<file path="src/rtl/swbus_pkg.sv">
package swbus_pkg;

    typedef enum logic [2:0] {
        SQ_IDLE,
        SQ_BRK_LOW,
        SQ_BRK_REC,
        SQ_TX_LOW,
        SQ_TX_HIGH,
        SQ_RX_FALL,
        SQ_RX_SAMP,
        SQ_RX_RISE
    } sq_state_e;

    typedef enum logic [1:0] {
        OP_TX,
        OP_RX,
        OP_BRK
    } op_e;

    localparam logic [4:0] OFS_REV    = 5'h00;
    localparam logic [4:0] OFS_TX     = 5'h04;
    localparam logic [4:0] OFS_RX     = 5'h08;
    localparam logic [4:0] OFS_CTRL   = 5'h0C;
    localparam logic [4:0] OFS_INT    = 5'h10;
    localparam logic [4:0] OFS_SYSCFG = 5'h14;
    localparam logic [4:0] OFS_SYSST  = 5'h18;

    localparam int CB_MODE  = 0;
    localparam int CB_DIR   = 1;
    localparam int CB_INIT  = 2;
    localparam int CB_GO    = 4;
    localparam int CB_CLKEN = 5;
    localparam int CB_IE    = 6;

    localparam int IB_TO = 0;
    localparam int IB_RX = 1;
    localparam int IB_TX = 2;

endpackage

</file>
<file path="src/rtl/swbus_sync.sv">
module swbus_sync #(
    parameter int STAGES = 2
) (
    input  logic clk,
    input  logic rst_n,
    input  logic async_i,
    output logic sync_o
);
    logic [STAGES-1:0] sh_d, sh_q;

    always_comb begin
        sh_d = {sh_q[STAGES-2:0], async_i};
    end

    always_ff @(posedge clk or negedge rst_n) begin
        if (!rst_n) sh_q <= '1;
        else        sh_q <= sh_d;
    end

    assign sync_o = sh_q[STAGES-1];
endmodule

</file>
<file path="src/rtl/swbus_seq.sv">
module swbus_seq
    import swbus_pkg::*;
#(
    parameter int CLK_PER_US   = 100,
    parameter int BREAK_LOW_US = 190,
    parameter int BREAK_REC_US = 40,
    parameter int CELL_US      = 200,
    parameter int ONE_LOW_US   = 30,
    parameter int ZERO_LOW_US  = 130,
    parameter int SAMPLE_US    = 80,
    parameter int RX_WINDOW_US = 500
) (
    input  logic       clk,
    input  logic       rst_n,
    input  logic       clr,
    input  logic       en,
    input  logic       start,
    input  op_e        op,
    input  logic [7:0] tx_byte,
    input  logic       line_s,
    output logic       pull,
    output logic       busy,
    output logic       done_tx,
    output logic       done_rx,
    output logic       done_to,
    output logic [7:0] rx_byte
);
    localparam int T_BRK  = BREAK_LOW_US * CLK_PER_US;
    localparam int T_REC  = BREAK_REC_US * CLK_PER_US;
    localparam int T_ONE  = ONE_LOW_US * CLK_PER_US;
    localparam int T_ZERO = ZERO_LOW_US * CLK_PER_US;
    localparam int T_HI1  = (CELL_US - ONE_LOW_US) * CLK_PER_US;
    localparam int T_HI0  = (CELL_US - ZERO_LOW_US) * CLK_PER_US;
    localparam int T_SAMP = SAMPLE_US * CLK_PER_US;
    localparam int T_WIN  = RX_WINDOW_US * CLK_PER_US;
    localparam int T_MAX  = (T_WIN > T_BRK) ? T_WIN : T_BRK;
    localparam int CW     = $clog2(T_MAX + 1);

    localparam logic [CW-1:0] L_BRK  = CW'(T_BRK - 1);
    localparam logic [CW-1:0] L_REC  = CW'(T_REC - 1);
    localparam logic [CW-1:0] L_ONE  = CW'(T_ONE - 1);
    localparam logic [CW-1:0] L_ZERO = CW'(T_ZERO - 1);
    localparam logic [CW-1:0] L_HI1  = CW'(T_HI1 - 1);
    localparam logic [CW-1:0] L_HI0  = CW'(T_HI0 - 1);
    localparam logic [CW-1:0] L_SAMP = CW'(T_SAMP - 1);
    localparam logic [CW-1:0] L_WIN  = CW'(T_WIN - 1);

    typedef struct packed {
        sq_state_e       state;
        logic [CW-1:0]   cnt;
        logic [3:0]      bits;
        logic [7:0]      sh;
    } seq_t;

    seq_t s_d, s_q;
    logic cnt_zero;

    assign cnt_zero = (s_q.cnt == '0);

    always_comb begin
        s_d     = s_q;
        done_tx = 1'b0;
        done_rx = 1'b0;
        done_to = 1'b0;
        if (clr) begin
            s_d = '{state: SQ_IDLE, cnt: '0, bits: '0, sh: '0};
        end else if (s_q.state == SQ_IDLE) begin
            if (start) begin
                s_d.bits = '0;
                unique case (op)
                    OP_TX: begin
                        s_d.state = SQ_TX_LOW;
                        s_d.cnt   = tx_byte[0] ? L_ONE : L_ZERO;
                        s_d.sh    = tx_byte;
                    end
                    OP_RX: begin
                        s_d.state = SQ_RX_FALL;
                        s_d.cnt   = L_WIN;
                        s_d.sh    = '0;
                    end
                    default: begin
                        s_d.state = SQ_BRK_LOW;
                        s_d.cnt   = L_BRK;
                    end
                endcase
            end
        end else if (en) begin
            s_d.cnt = s_q.cnt - 1'b1;
            unique case (s_q.state)
                SQ_BRK_LOW: if (cnt_zero) begin
                    s_d.state = SQ_BRK_REC;
                    s_d.cnt   = L_REC;
                end
                SQ_BRK_REC: if (cnt_zero) begin
                    s_d.state = SQ_IDLE;
                    done_to   = 1'b1;
                end
                SQ_TX_LOW: if (cnt_zero) begin
                    s_d.state = SQ_TX_HIGH;
                    s_d.cnt   = s_q.sh[0] ? L_HI1 : L_HI0;
                end
                SQ_TX_HIGH: if (cnt_zero) begin
                    if (s_q.bits == 4'd7) begin
                        s_d.state = SQ_IDLE;
                        done_tx   = 1'b1;
                    end else begin
                        s_d.state = SQ_TX_LOW;
                        s_d.bits  = s_q.bits + 1'b1;
                        s_d.sh    = {1'b0, s_q.sh[7:1]};
                        s_d.cnt   = s_q.sh[1] ? L_ONE : L_ZERO;
                    end
                end
                SQ_RX_FALL: begin
                    if (!line_s) begin
                        s_d.state = SQ_RX_SAMP;
                        s_d.cnt   = L_SAMP;
                    end else if (cnt_zero) begin
                        s_d.state = SQ_IDLE;
                        done_to   = 1'b1;
                    end
                end
                SQ_RX_SAMP: if (cnt_zero) begin
                    s_d.state = SQ_RX_RISE;
                    s_d.sh    = {line_s, s_q.sh[7:1]};
                    s_d.bits  = s_q.bits + 1'b1;
                    s_d.cnt   = L_WIN;
                end
                SQ_RX_RISE: begin
                    if (line_s) begin
                        if (s_q.bits == 4'd8) begin
                            s_d.state = SQ_IDLE;
                            done_rx   = 1'b1;
                        end else begin
                            s_d.state = SQ_RX_FALL;
                            s_d.cnt   = L_WIN;
                        end
                    end else if (cnt_zero) begin
                        s_d.state = SQ_IDLE;
                        done_to   = 1'b1;
                    end
                end
                default: s_d.state = SQ_IDLE;
            endcase
        end
    end

    always_ff @(posedge clk or negedge rst_n) begin
        if (!rst_n) s_q <= '{state: SQ_IDLE, cnt: '0, bits: '0, sh: '0};
        else        s_q <= s_d;
    end

    assign pull    = (s_q.state == SQ_TX_LOW) || (s_q.state == SQ_BRK_LOW);
    assign busy    = (s_q.state != SQ_IDLE);
    assign rx_byte = s_q.sh;

    assert_one_done_R3: assert property (@(posedge clk) disable iff (!rst_n)
        $onehot0({done_tx, done_rx, done_to}));

    assert_start_idle_R10: assert property (@(posedge clk) disable iff (!rst_n)
        start |-> (s_q.state == SQ_IDLE));

    assert_rx_bits_R4: assert property (@(posedge clk) disable iff (!rst_n)
        done_rx |-> (s_q.bits == 4'd8));
endmodule

</file>
<file path="src/rtl/swbus_regs.sv">
module swbus_regs
    import swbus_pkg::*;
#(
    parameter int REV_MAJOR  = 1,
    parameter int REV_MINOR  = 2,
    parameter int RST_CYCLES = 8
) (
    input  logic       clk,
    input  logic       rst_n,
    input  logic [4:0] reg_addr,
    input  logic       reg_wr,
    input  logic       reg_rd,
    input  logic [7:0] reg_wdata,
    output logic [7:0] reg_rdata,
    output logic       irq,
    output logic       start,
    output op_e        op,
    output logic [7:0] tx_byte,
    output logic       clken,
    output logic       clr,
    input  logic       busy,
    input  logic       done_tx,
    input  logic       done_rx,
    input  logic       done_to,
    input  logic [7:0] rx_byte
);
    localparam int RW = $clog2(RST_CYCLES + 1);
    localparam logic [RW-1:0] RST_LOAD = RW'(RST_CYCLES);

    typedef struct packed {
        logic          mode;
        logic          dir;
        logic          init;
        logic          go;
        logic          clken;
        logic          ie;
        logic [7:0]    tx;
        logic [7:0]    rx;
        logic [2:0]    ist;
        logic          autoidle;
        logic [RW-1:0] srst_cnt;
    } regs_t;

    localparam regs_t REGS_RST = '{mode: 1'b0, dir: 1'b0, init: 1'b0, go: 1'b0,
                                   clken: 1'b0, ie: 1'b0, tx: '0, rx: '0, ist: '0,
                                   autoidle: 1'b0, srst_cnt: RST_LOAD};

    regs_t r_d, r_q;
    logic  in_reset;
    logic  srst_req;
    logic  wr_syscfg;

    assign in_reset  = (r_q.srst_cnt != '0);
    assign wr_syscfg = reg_wr && (reg_addr == OFS_SYSCFG);

    always_comb begin
        r_d      = r_q;
        start    = 1'b0;
        op       = OP_TX;
        srst_req = 1'b0;
        if (in_reset) begin
            r_d.srst_cnt = r_q.srst_cnt - 1'b1;
        end else begin
            if (reg_wr) begin
                unique case (reg_addr)
                    OFS_TX: r_d.tx = reg_wdata;
                    OFS_CTRL: if (!r_q.go) begin
                        r_d.mode  = reg_wdata[CB_MODE];
                        r_d.dir   = reg_wdata[CB_DIR];
                        r_d.clken = reg_wdata[CB_CLKEN];
                        r_d.ie    = reg_wdata[CB_IE];
                        if (reg_wdata[CB_GO] && reg_wdata[CB_CLKEN]) begin
                            r_d.go   = 1'b1;
                            r_d.init = reg_wdata[CB_INIT];
                            start    = 1'b1;
                            op       = reg_wdata[CB_INIT] ? OP_BRK :
                                       (reg_wdata[CB_DIR] ? OP_RX : OP_TX);
                        end
                    end
                    OFS_SYSCFG: begin
                        r_d.autoidle = reg_wdata[0];
                        srst_req     = reg_wdata[1];
                    end
                    default: ;
                endcase
            end
            if (reg_rd && (reg_addr == OFS_INT)) r_d.ist = '0;
            if (r_q.clken && (done_tx || done_rx || done_to)) begin
                if (done_tx) r_d.ist[IB_TX] = 1'b1;
                if (done_rx) r_d.ist[IB_RX] = 1'b1;
                if (done_to) r_d.ist[IB_TO] = 1'b1;
                if (done_rx) r_d.rx = rx_byte;
                r_d.go   = 1'b0;
                r_d.init = 1'b0;
            end
            if (srst_req) begin
                r_d          = REGS_RST;
                r_d.autoidle = reg_wdata[0];
                start        = 1'b0;
            end
        end
    end

    always_ff @(posedge clk or negedge rst_n) begin
        if (!rst_n) r_q <= REGS_RST;
        else        r_q <= r_d;
    end

    always_comb begin
        unique case (reg_addr)
            OFS_REV:    reg_rdata = {4'(REV_MAJOR), 4'(REV_MINOR)};
            OFS_TX:     reg_rdata = r_q.tx;
            OFS_RX:     reg_rdata = r_q.rx;
            OFS_CTRL:   reg_rdata = {1'b0, r_q.ie, r_q.clken, r_q.go, 1'b0,
                                     r_q.init, r_q.dir, r_q.mode};
            OFS_INT:    reg_rdata = {5'b0, r_q.ist};
            OFS_SYSCFG: reg_rdata = {6'b0, in_reset, r_q.autoidle};
            OFS_SYSST:  reg_rdata = {7'b0, !in_reset};
            default:    reg_rdata = 8'h00;
        endcase
    end

    assign irq     = r_q.ie && (r_q.ist != '0);
    assign tx_byte = r_q.tx;
    assign clken   = r_q.clken;
    assign clr     = in_reset;

    assert_tx_flag_R3: assert property (@(posedge clk) disable iff (!rst_n)
        (r_q.clken && done_tx && !in_reset && !wr_syscfg) |=> (r_q.ist[IB_TX] && !r_q.go));

    assert_busy_go_R10: assert property (@(posedge clk) disable iff (!rst_n)
        busy |-> (r_q.go || in_reset));

    assert_go_clk_R9: assert property (@(posedge clk) disable iff (!rst_n)
        $rose(r_q.go) |-> r_q.clken);

    assert_int_clear_R7: assert property (@(posedge clk) disable iff (!rst_n)
        (reg_rd && reg_addr == OFS_INT && !done_tx && !done_rx && !done_to && !in_reset)
        |=> (r_q.ist == '0));

    assert_srst_idle_R11: assert property (@(posedge clk) disable iff (!rst_n)
        in_reset |-> !r_q.go);
endmodule

</file>
<file path="src/rtl/swbus_master.sv">
module swbus_master
    import swbus_pkg::*;
#(
    parameter int CLK_PER_US   = 100,
    parameter int BREAK_LOW_US = 190,
    parameter int BREAK_REC_US = 40,
    parameter int CELL_US      = 200,
    parameter int ONE_LOW_US   = 30,
    parameter int ZERO_LOW_US  = 130,
    parameter int SAMPLE_US    = 80,
    parameter int RX_WINDOW_US = 500,
    parameter int REV_MAJOR    = 1,
    parameter int REV_MINOR    = 2,
    parameter int RST_CYCLES   = 8,
    parameter int SYNC_STAGES  = 2
) (
    input  logic       clk,
    input  logic       rst_n,
    input  logic [4:0] reg_addr,
    input  logic       reg_wr,
    input  logic       reg_rd,
    input  logic [7:0] reg_wdata,
    output logic [7:0] reg_rdata,
    output logic       irq,
    input  logic       line_in,
    output logic       line_pull
);
    logic       line_s;
    logic       start, clken, clr, busy;
    logic       done_tx, done_rx, done_to;
    logic [7:0] tx_byte, rx_byte;
    op_e        op;

    swbus_sync #(.STAGES(SYNC_STAGES)) u_sync (
        .clk     (clk),
        .rst_n   (rst_n),
        .async_i (line_in),
        .sync_o  (line_s)
    );

    swbus_regs #(
        .REV_MAJOR  (REV_MAJOR),
        .REV_MINOR  (REV_MINOR),
        .RST_CYCLES (RST_CYCLES)
    ) u_regs (
        .clk       (clk),
        .rst_n     (rst_n),
        .reg_addr  (reg_addr),
        .reg_wr    (reg_wr),
        .reg_rd    (reg_rd),
        .reg_wdata (reg_wdata),
        .reg_rdata (reg_rdata),
        .irq       (irq),
        .start     (start),
        .op        (op),
        .tx_byte   (tx_byte),
        .clken     (clken),
        .clr       (clr),
        .busy      (busy),
        .done_tx   (done_tx),
        .done_rx   (done_rx),
        .done_to   (done_to),
        .rx_byte   (rx_byte)
    );

    swbus_seq #(
        .CLK_PER_US   (CLK_PER_US),
        .BREAK_LOW_US (BREAK_LOW_US),
        .BREAK_REC_US (BREAK_REC_US),
        .CELL_US      (CELL_US),
        .ONE_LOW_US   (ONE_LOW_US),
        .ZERO_LOW_US  (ZERO_LOW_US),
        .SAMPLE_US    (SAMPLE_US),
        .RX_WINDOW_US (RX_WINDOW_US)
    ) u_seq (
        .clk     (clk),
        .rst_n   (rst_n),
        .clr     (clr),
        .en      (clken),
        .start   (start),
        .op      (op),
        .tx_byte (tx_byte),
        .line_s  (line_s),
        .pull    (line_pull),
        .busy    (busy),
        .done_tx (done_tx),
        .done_rx (done_rx),
        .done_to (done_to),
        .rx_byte (rx_byte)
    );
endmodule

</file>
<file path="config.mk">
export PLATFORM = sky130hd
export DESIGN_NAME = swbus_master
export DESIGN_NICKNAME = d
export VERILOG_FILES = /design/src/rtl/swbus_pkg.sv /design/src/rtl/swbus_sync.sv /design/src/rtl/swbus_seq.sv /design/src/rtl/swbus_regs.sv /design/src/rtl/swbus_master.sv
export SDC_FILE = /design/constraint.sdc
export NUM_CORES = 1
export LEC_CHECK = 0
export ABC_AREA = 0
export CAP_MARGIN = 15
export CORE_MARGIN = 3
export CORE_UTILIZATION = 23
export CTS_CLUSTER_DIAMETER = 80
export DETAILED_ROUTE_END_ITERATION = 16
export DONT_BUFFER_PORTS = 1
export SETUP_SLACK_MARGIN = 0.5
export SLEW_MARGIN = 30
export SYNTH_ARGS = -nofsm -noshare
export SYNTH_HDL_FRONTEND = slang
export SYNTH_SLANG_ARGS = --single-unit
</file>
<file path="constraint.sdc">
create_clock -name clk -period 2.75 [get_ports clk]
set_input_delay 0.1375 -clock clk [delete_from_list [all_inputs] [get_ports clk]]
set_output_delay 0.1375 -clock clk [all_outputs]
set_load 0.05 [all_outputs]
</file>
### Word-level counts from Yosys, hierarchy flattened

Index checks and enable logic that the tools add are counted.

* bits in registers: 63
* output and inout port bits: 10
* word-level logic and storage cells: 158

* add/subtract/negate cells: 3
* eq/ne operators: 25
* multiplexer cells: 77
* bitwise operators: 1
* reductions and logical operators: 36

Operators by type and width (count)
* $mux 31: 6
* $pmux 16 s6: 1
* $pmux 8 s7: 1
* $mux 16: 3
* $mux 14: 3
* $mux 19: 2
* $pmux 19 s2: 1
* $mux 1: 33
* $mux 30: 1
* $mux 28: 1
* $pmux 12 s2: 1
* $pmux 3 s7: 1
* $mux 2: 9
* $logic_not 16->1: 1
* $mux 8: 2
* $ne 4x2->1 const B: 4
* $pmux 8 s2: 1
* $sub 16x1->16 const B: 1
* $eq 5x5->1 const B: 3
* $mux 15: 1
* $mux 3: 5
* $reduce_bool 3->1: 5
* $reduce_bool 2->1: 7
* $eq 3x3->1 const B: 4
* 31 further kinds: 45

### Longest topological paths before layout

Gate-level depths: netlist of run 1.

* depth after elaboration: 13
* depth in mapped cells: 10
* depth with buffers taken out: 8

### Cells and area by module

Synthesis of run 1 repeated with hierarchy kept, for this count alone.

* cell total of the unflattened synthesis: 554
* area total of the unflattened synthesis: 4518.1 um^2

Modules (own cells, without submodules)
* swbus_seq: instances 1, cells an instance 360, area an instance 2732.6 um^2, sequential area each 775.7 um^2
* swbus_regs: instances 1, cells an instance 192, area an instance 1732.9 um^2, sequential area each 752.0 um^2
* swbus_sync: instances 1, cells an instance 2, area an instance 52.6 um^2, sequential area each 52.6 um^2

### Worst setup path after synthesis of run 1

Ideal clock, no wire load.

* kind: flip-flop to output port
* start: reg u_regs.r_q[1] (netlist name)
* end: out reg_rdata[0]
* data arrival time: 3812 ps
* setup slack: -1199 ps
* stages on the path, launching flop included: 7
* cells stage by stage: dfrtp_1 or2_2 nor3_1 mux2i_1 nor2_1 a21oi_1 a2111oi_0

* cells in the longest elaborated chain, start to end: 3

RTL lines
* start: declaration: RTL line swbus_regs.sv:48 `regs_t r_d, r_q;`
* start signal: assignment: RTL line swbus_regs.sv:106 `else r_q <= r_d;`
* $reduce_bool 4->1: RTL line swbus_regs.sv:53 `assign in_reset = (r_q.srst_cnt != '0);`
* $logic_not 1->1: RTL line swbus_regs.sv:118 `OFS_SYSST: reg_rdata = {7'b0, !in_reset};`
* $pmux 8 s7: RTL line swbus_regs.sv:110 `unique case (reg_addr)`
* end: declaration: RTL line swbus_master.sv:23 `output logic [7:0] reg_rdata,`

Every way passes these cells.

### Final worst setup path of run 1

* start: reg u_regs.r_q[1] (netlist name)
* end: reg u_seq.s_q[16] (netlist name)

* cells in the longest elaborated chain, start to end: 7

RTL lines
* $reduce_bool 4->1 *: RTL line swbus_regs.sv:53
* $mux 2: RTL line swbus_regs.sv:61 `if (in_reset) begin`
* $eq 2x1->1 / $logic_not 2->1 (equally long branches): RTL line swbus_seq.sv:70 `unique case (op)`
* $pmux 19 s2: RTL line swbus_seq.sv:70
* $mux 31: RTL line swbus_seq.sv:68 `if (start) begin`
* $mux 31: RTL line swbus_seq.sv:67 `end else if (s_q.state == SQ_IDLE) begin`
* $mux 31: RTL line swbus_seq.sv:65 `if (clr) begin`
* end signal: assignment: RTL line swbus_seq.sv:148 `if (!rst_n) s_q <= '{state: SQ_IDLE, cnt: '0, bits: '0, sh: '0};`
* end: declaration: RTL line swbus_seq.sv:55 `seq_t s_d, s_q;`

Mark *: on every way between the ends. The rest lies on a longest branch, timed or not. The select of a mux whose other input is x is not followed.
A chain may end at the register's enable or synchronous reset.

==> impl_metrics.yaml, run 1 <==
global_routing:
  grt_max_degree: 64
  grt_overflow_total: 0
  grt_pass1_wl_um: 22400
  grt_pass1_vias: 4096
  grt_usage: 0.139
  antenna_found_initial: 0
final_layout:
  syn_to_final_growth_pct: 34.3
  fillers: 1897
  nets: 579
  seq_area_um2: 1580
  finalNonFillerCells: 792
  multiInputGateArea_um2: 2810
  antenna_cells: 0
  drive_above_1_share: 0.259
worst_hold_path:
  hold_path_class: "input port to register"
sta:
  rsz0062_at_grt: "yes"
  worstMarginPinSlew_ns: 0.557
  slew_violations: 0
  slew_headroom: 0.630
  setup_violations: 0
  period_share: 0.877
  hold_violations: 0
  hold_slack_ns: 0.0476
  fin_skew_ns: 0.0100
  min_period_ns: 2.41
  finalSetupTns_ns: 0
  fmax_mhz: 415
placed_design:
  finalWeightedCongestion: 0.924
  dp_hpwl_um: 9650
  port_buffers: 0
  dpl.cell_count: 737
yosys:
  ys_types: 68
  ys_top_cells_by_area: "dfrtp_1 35%, nand2_1 5.5%, o21ai_0 4.2%, a21oi_1 3.8%, a22o_1 3.3%"
  ys_ff_latch: 63
  yosysWarnings: 0
  avgSynthCellArea_um2: 8.36
  synth-edff-count: 0
  synth_largest_area_cell: "dfrtp_1"
  async_flop_share: 1.00
  synth_ff_type: "dfrtp_1"
  synth_area_um2: 4250
  synth.most_common_cell: "nand2_1"
  ys_top_cells_by_count: "62 x nand2_1, 60 x dfrtp_1, 37 x nor2_1"
  synth_top_area_frac: 0.354
  netlist_instances: 508
  syn_nets: 529
  yosysSeqAreaShare: 0.372
die:
  core_um2: 18000
  die-area_um2: 20100
  rows: 49
  fp.dieH_um: 142
  fp.dieW_um: 142
  initial_core_util: 0.236
  io_pins: 28
flow_run:
  maxCapViolCount: 0
power:
  p_leak_nw: 2.23
  ir_worst_vdd_mv: 0.376
  p_per_area_nw_per_um2: 875
  power_mw: 4.99
clock_network:
  clock_path_buffers: 2
  cts.clk_slew.worst_paths_ns: 0.06
  cts-htree-levels: 3
  clockRootBuffer: "clkbuf_16"
  clock_latency_ns: 0.34
  cts_sinks: 63
  cts_tree: "done"
  numCtsBuffers: 9
worst_setup_path:
  path_class: "register to register"
  end_kind: "register"
  crit_fanout: 4
  required_ns: 2.97
  critPathLaunchType: "register"
  cp.arrival_ns: 2.63
routing:
  drc_errors: 0
  ant_nets: 0
  num_vias: 4407
  drt-total-wl_um: 14500
  vias_per_cell: 5.56
  first_pass_iters: 5
  wl_per_cell_um: 18.3
  drt_iter0_markers: 450
outcome:
  status: "complete, no violations"
[metal layers]
| metal | global-route usage | wire, um | vias up |
|---|---|---|---|
| met4 | 0.0510 | 437 | 0 |
| met3 | 0.0260 | 1020 | 41 |
| met5 | 0 | 0 | - |
| met1 | 0.192 | 6330 | 2136 |
| met2 | 0.216 | 6710 | 211 |
| li1 | - | - | 2019 |
[metrics by stage]
step	cell area [um2]	worst slack (ns)	utilization
after floorplan	4290	0.473	-
after global placement	4690	0.207	0.260
after detailed placement	4690	0.178	0.260
after CTS	5390	0.315	0.299
after global routing	5700	0.283	0.316
final	5700	0.339	0.316
[sequential cells by signal, summed over array words and instances, names as in the netlist]
signal and cells:
u_regs.clken 1, u_regs.r_q 21, u_regs.tx_byte 8, u_seq.rx_byte 8, u_seq.s_q 23, u_sync.sh_q 2
[final timing paths]
check,from,to,slack [ns],cells after the start
min in group asynchronous,rst_n,u_seq.s_q[17],0.35,2
min reg2reg,u_sync.sh_q[0],u_sync.sh_q[1],0.36,0
max in group asynchronous,rst_n,u_regs.r_q[3],2.07,2
min,reg_wdata[1],u_regs.r_q[28],0.05,2
max,u_regs.r_q[1],u_seq.s_q[16],0.34,7
max reg2reg,u_regs.r_q[1],u_seq.s_q[16],0.34,7
[power by group]
part / switching, mW / internal, mW / total (mW)
clock: 0.463 / 0.804 / 1.27
combinational: 1.36 / 0.944 / 2.30
sequential: 0.289 / 1.13 / 1.42
[repair_timing]
item / 4_1_cts / 5_1_grt
hold buffers: 11 / 0
pin swaps: 7 / 22
setup buffers: 12 / 12
setup endpoints to repair: 39 / 42
hold endpoints to repair: 76 / 0
gates resized for setup: 18 / 47
cloned: 2 / 2
[logic make-up (layout without fill, tap and decap cells)]
| group | after synthesis | in the layout | synth area share |
|---|---|---|---|
| xor gates and xnor gates | 8 | 8 | 0.0165 |
| AOI/OAI and AO/OA | 182 | 182 | 0.289 |
| buffers and inverters | 44 | 99 | 0.0436 |
| muxes | 8 | 8 | 0.0197 |
| DFF | 63 | 63 | 0.372 |
| adders and majority gates | 3 | 3 | 0.00884 |
| and+or+nand+nor | 200 | 200 | 0.250 |
[cell type report]
type | instances | area share
clock buffer | 9 | 0.0395
clock inverter | 7 | 0.0180
inverter | 13 | 0.00856
multi-input combinational | 401 | 0.492
sequential | 63 | 0.277
tap | 229 | 0.0503
timing repair buffer | 70 | 0.114
[critical path: stages, from the launching register on]
cell      delay [ns]
dfrtp_1         0.38
or4_4           0.56
buf_12          0.15
or4_4           0.43
a211oi_4        0.27
or3_4           0.19
a221oi_2        0.04
a221o_1         0.27
[cells in the final DEF, fill, tap and decap left out, types with 6 or more instances in the layout]
cell type | Yosys | final
nor3_1 | 15 | 12
dfrtp_1 | 60 | 60
nand3_1 | 12 | 11
a21oi_1 | 32 | 32
nand2b_1 | 7 | 6
nor2_1 | 37 | 33
dlygate4sd3_1 | 0 | 10
clkbuf_16 | 0 | 9
buf_4 | 0 | 46
a22oi_1 | 10 | 10
inv_1 | 11 | 9
o31ai_2 | 0 | 6
o31ai_1 | 18 | 11
nand2_1 | 62 | 61
o21ai_0 | 36 | 32
xnor2_1 | 6 | 6
a31oi_1 | 8 | 7
a22o_1 | 16 | 16
or3_1 | 9 | 7
and3_1 | 6 | 6
o21ai_1 | 9 | 11
nand4_1 | 6 | 6
Note: power is estimated with default switching activity, not from simulation.
==> inputs of run 2 (changes only) <==
Settings changed: CORE_UTILIZATION 23 to 35.
==> run 2 against run 1 <==
Setup slack better by 0.083 ns. Design area is 5.0% lower. Sequential power about the same. Flip-flop and latch count is the same.
==> impl_metrics.yaml, run 2 (synthesized netlist as in run 1, its figures left out) <==
clock_network:
  cts_tree: "done"
  clock_path_buffers: 2
  cts.clk_slew.worst_paths_ns: 0.06
  clock_latency_ns: 0.35
  clockRootBuffer: "clkbuf_16"
  numCtsBuffers: 9
  cts-htree-levels: 3
  cts_sinks: 63
die:
  rows: 39
  fp.dieH_um: 116
  io_pins: 28
  initial_core_util: 0.366
  fp.dieW_um: 116
  core_um2: 11600
  die-area_um2: 13500
outcome:
  status: "complete, no violations"
sta:
  rsz0062_at_grt: "yes"
  period_share: 0.846
  fin_skew_ns: 0.00722
  worstMarginPinSlew_ns: 0.556
  setup_slack_ns: 0.422
  slew_violations: 0
  min_period_ns: 2.33
  finalSetupTns_ns: 0
  slew_headroom: 0.631
  hold_slack_ns: 0.0490
  setup_violations: 0
  fmax_mhz: 430
  hold_violations: 0
placed_design:
  port_buffers: 0
  dp_slack_ns: 0.191
  dp_hpwl_um: 9840
  placed_cell_area_um2: 4570
  dpl.cell_count: 651
  finalWeightedCongestion: 0.961
final_layout:
  regMostFlops: "u_seq.s_q"
  seq_area_um2: 1580
  final_area_um2: 5420
  syn_to_final_growth_pct: 27.6
  final_cell_mix: "62 x nand2_1, 60 x dfrtp_1, 50 x buf_4, 35 x nor2_1, 32 x o21ai_0"
  layout_commonest_cell: "nand2_1"
  fillers: 1122
  antenna_cells: 0
  multiInputGateArea_um2: 2750
  nets: 573
  biggestRegsByFlops: "u_seq.s_q: 23 flops, u_regs.r_q: 21 flops"
  finalNonFillerCells: 700
  largest_register_ffs: 23
  postLayoutCoreUtil: 0.466
  drive_above_1_share: 0.233
power:
  p_per_area_nw_per_um2: 889
  power_mw: 4.82
  ir_worst_vdd_mv: 0.513
  p_leak_nw: 2.16
flow_run:
  maxCapViolCount: 0
global_routing:
  grt_max_degree: 64
  grt_overflow_total: 0
  antenna_found_initial: 0
  grt_pass1_vias: 4144
  grt_usage: 0.215
  grt_pass1_wl_um: 22300
routing:
  ant_nets: 0
  vias_per_cell: 6.16
  wl_per_cell_um: 20.1
  num_vias: 4313
  first_pass_iters: 5
  drt_iter0_markers: 391
  drc_errors: 0
  drt-total-wl_um: 14100
worst_setup_path:
  reg2regPathDepth: 6
  reg2reg_from: "u_regs.r_q[1]"
  path_class: "register to register"
  rrSetupSlack_ns: 0.42
  crit_fanout: 5
  end_kind: "register"
  required_ns: 2.98
  reg2reg_to: "u_seq.s_q[16]"
  cp.arrival_ns: 2.55
  critPathLaunchType: "register"
worst_hold_path:
  hold_path_class: "input port to register"
  worstHoldPathCells: 2
  holdCritStartpoint: "reg_wdata[2]"
  hold_end: "u_regs.tx_byte[2]"
==> run 2: repair_timing <==
item / in CTS / in global routing
hold buffers: 10 / 0
endpoints found under the hold margin: 75 / 0
setup buffers: 8 / 14
gates cloned: 0 / 1
pin swaps: 3 / 10
setup endpoints to repair: 38 / 35
resized for setup: 21 / 27
==> run 2: worst max-delay path by stage <==
stage | startpoint | to | cells past startpoint
after global placement | u_seq.s_q[12] | u_seq.rx_byte[7] | 8
final | u_regs.r_q[1] | u_seq.s_q[16] | 6
after detailed placement | u_seq.s_q[12] | u_seq.rx_byte[7] | 8
after CTS | u_regs.r_q[3] | u_seq.s_q[20] | 6
after floorplan | u_regs.r_q[3] | u_seq.s_q[16] | 7
after global routing | u_regs.r_q[1] | u_seq.s_q[16] | 6
==> run 2: area by class of cell <==
cell class	instances	area share
well taps	143	0.0330
repair buffers	64	0.103
inverters	13	0.00901
clock buffers	9	0.0416
clock inverters	7	0.0145
flip-flops and latches	63	0.292
multi-input cells	401	0.507
==> run 2: critical path, cell delays in order, from the launching register on <==
cell and delay (ns):
dfrtp_1 0.40, or4_4 0.57, or4_4 0.46, a211oi_4 0.28, or3_4 0.19, a221oi_1 0.05
a221o_1 0.27
==> run 2: routing by layer <==
layer,share of wire,GRT usage,wire (um),up-vias
met1,0.44,0.287,6200,2112
met2,0.47,0.340,6600,163
met4,0.029,0.0704,410,0
met5,0,0,0,-
li1,-,-,-,2006
met3,0.063,0.0560,894,32
==> run 2: power breakdown <==
group	total (mW)	internal (mW)	switching, mW
logic	2.23	0.915	1.32
registers	1.42	1.13	0.287
clock network	1.17	0.708	0.460
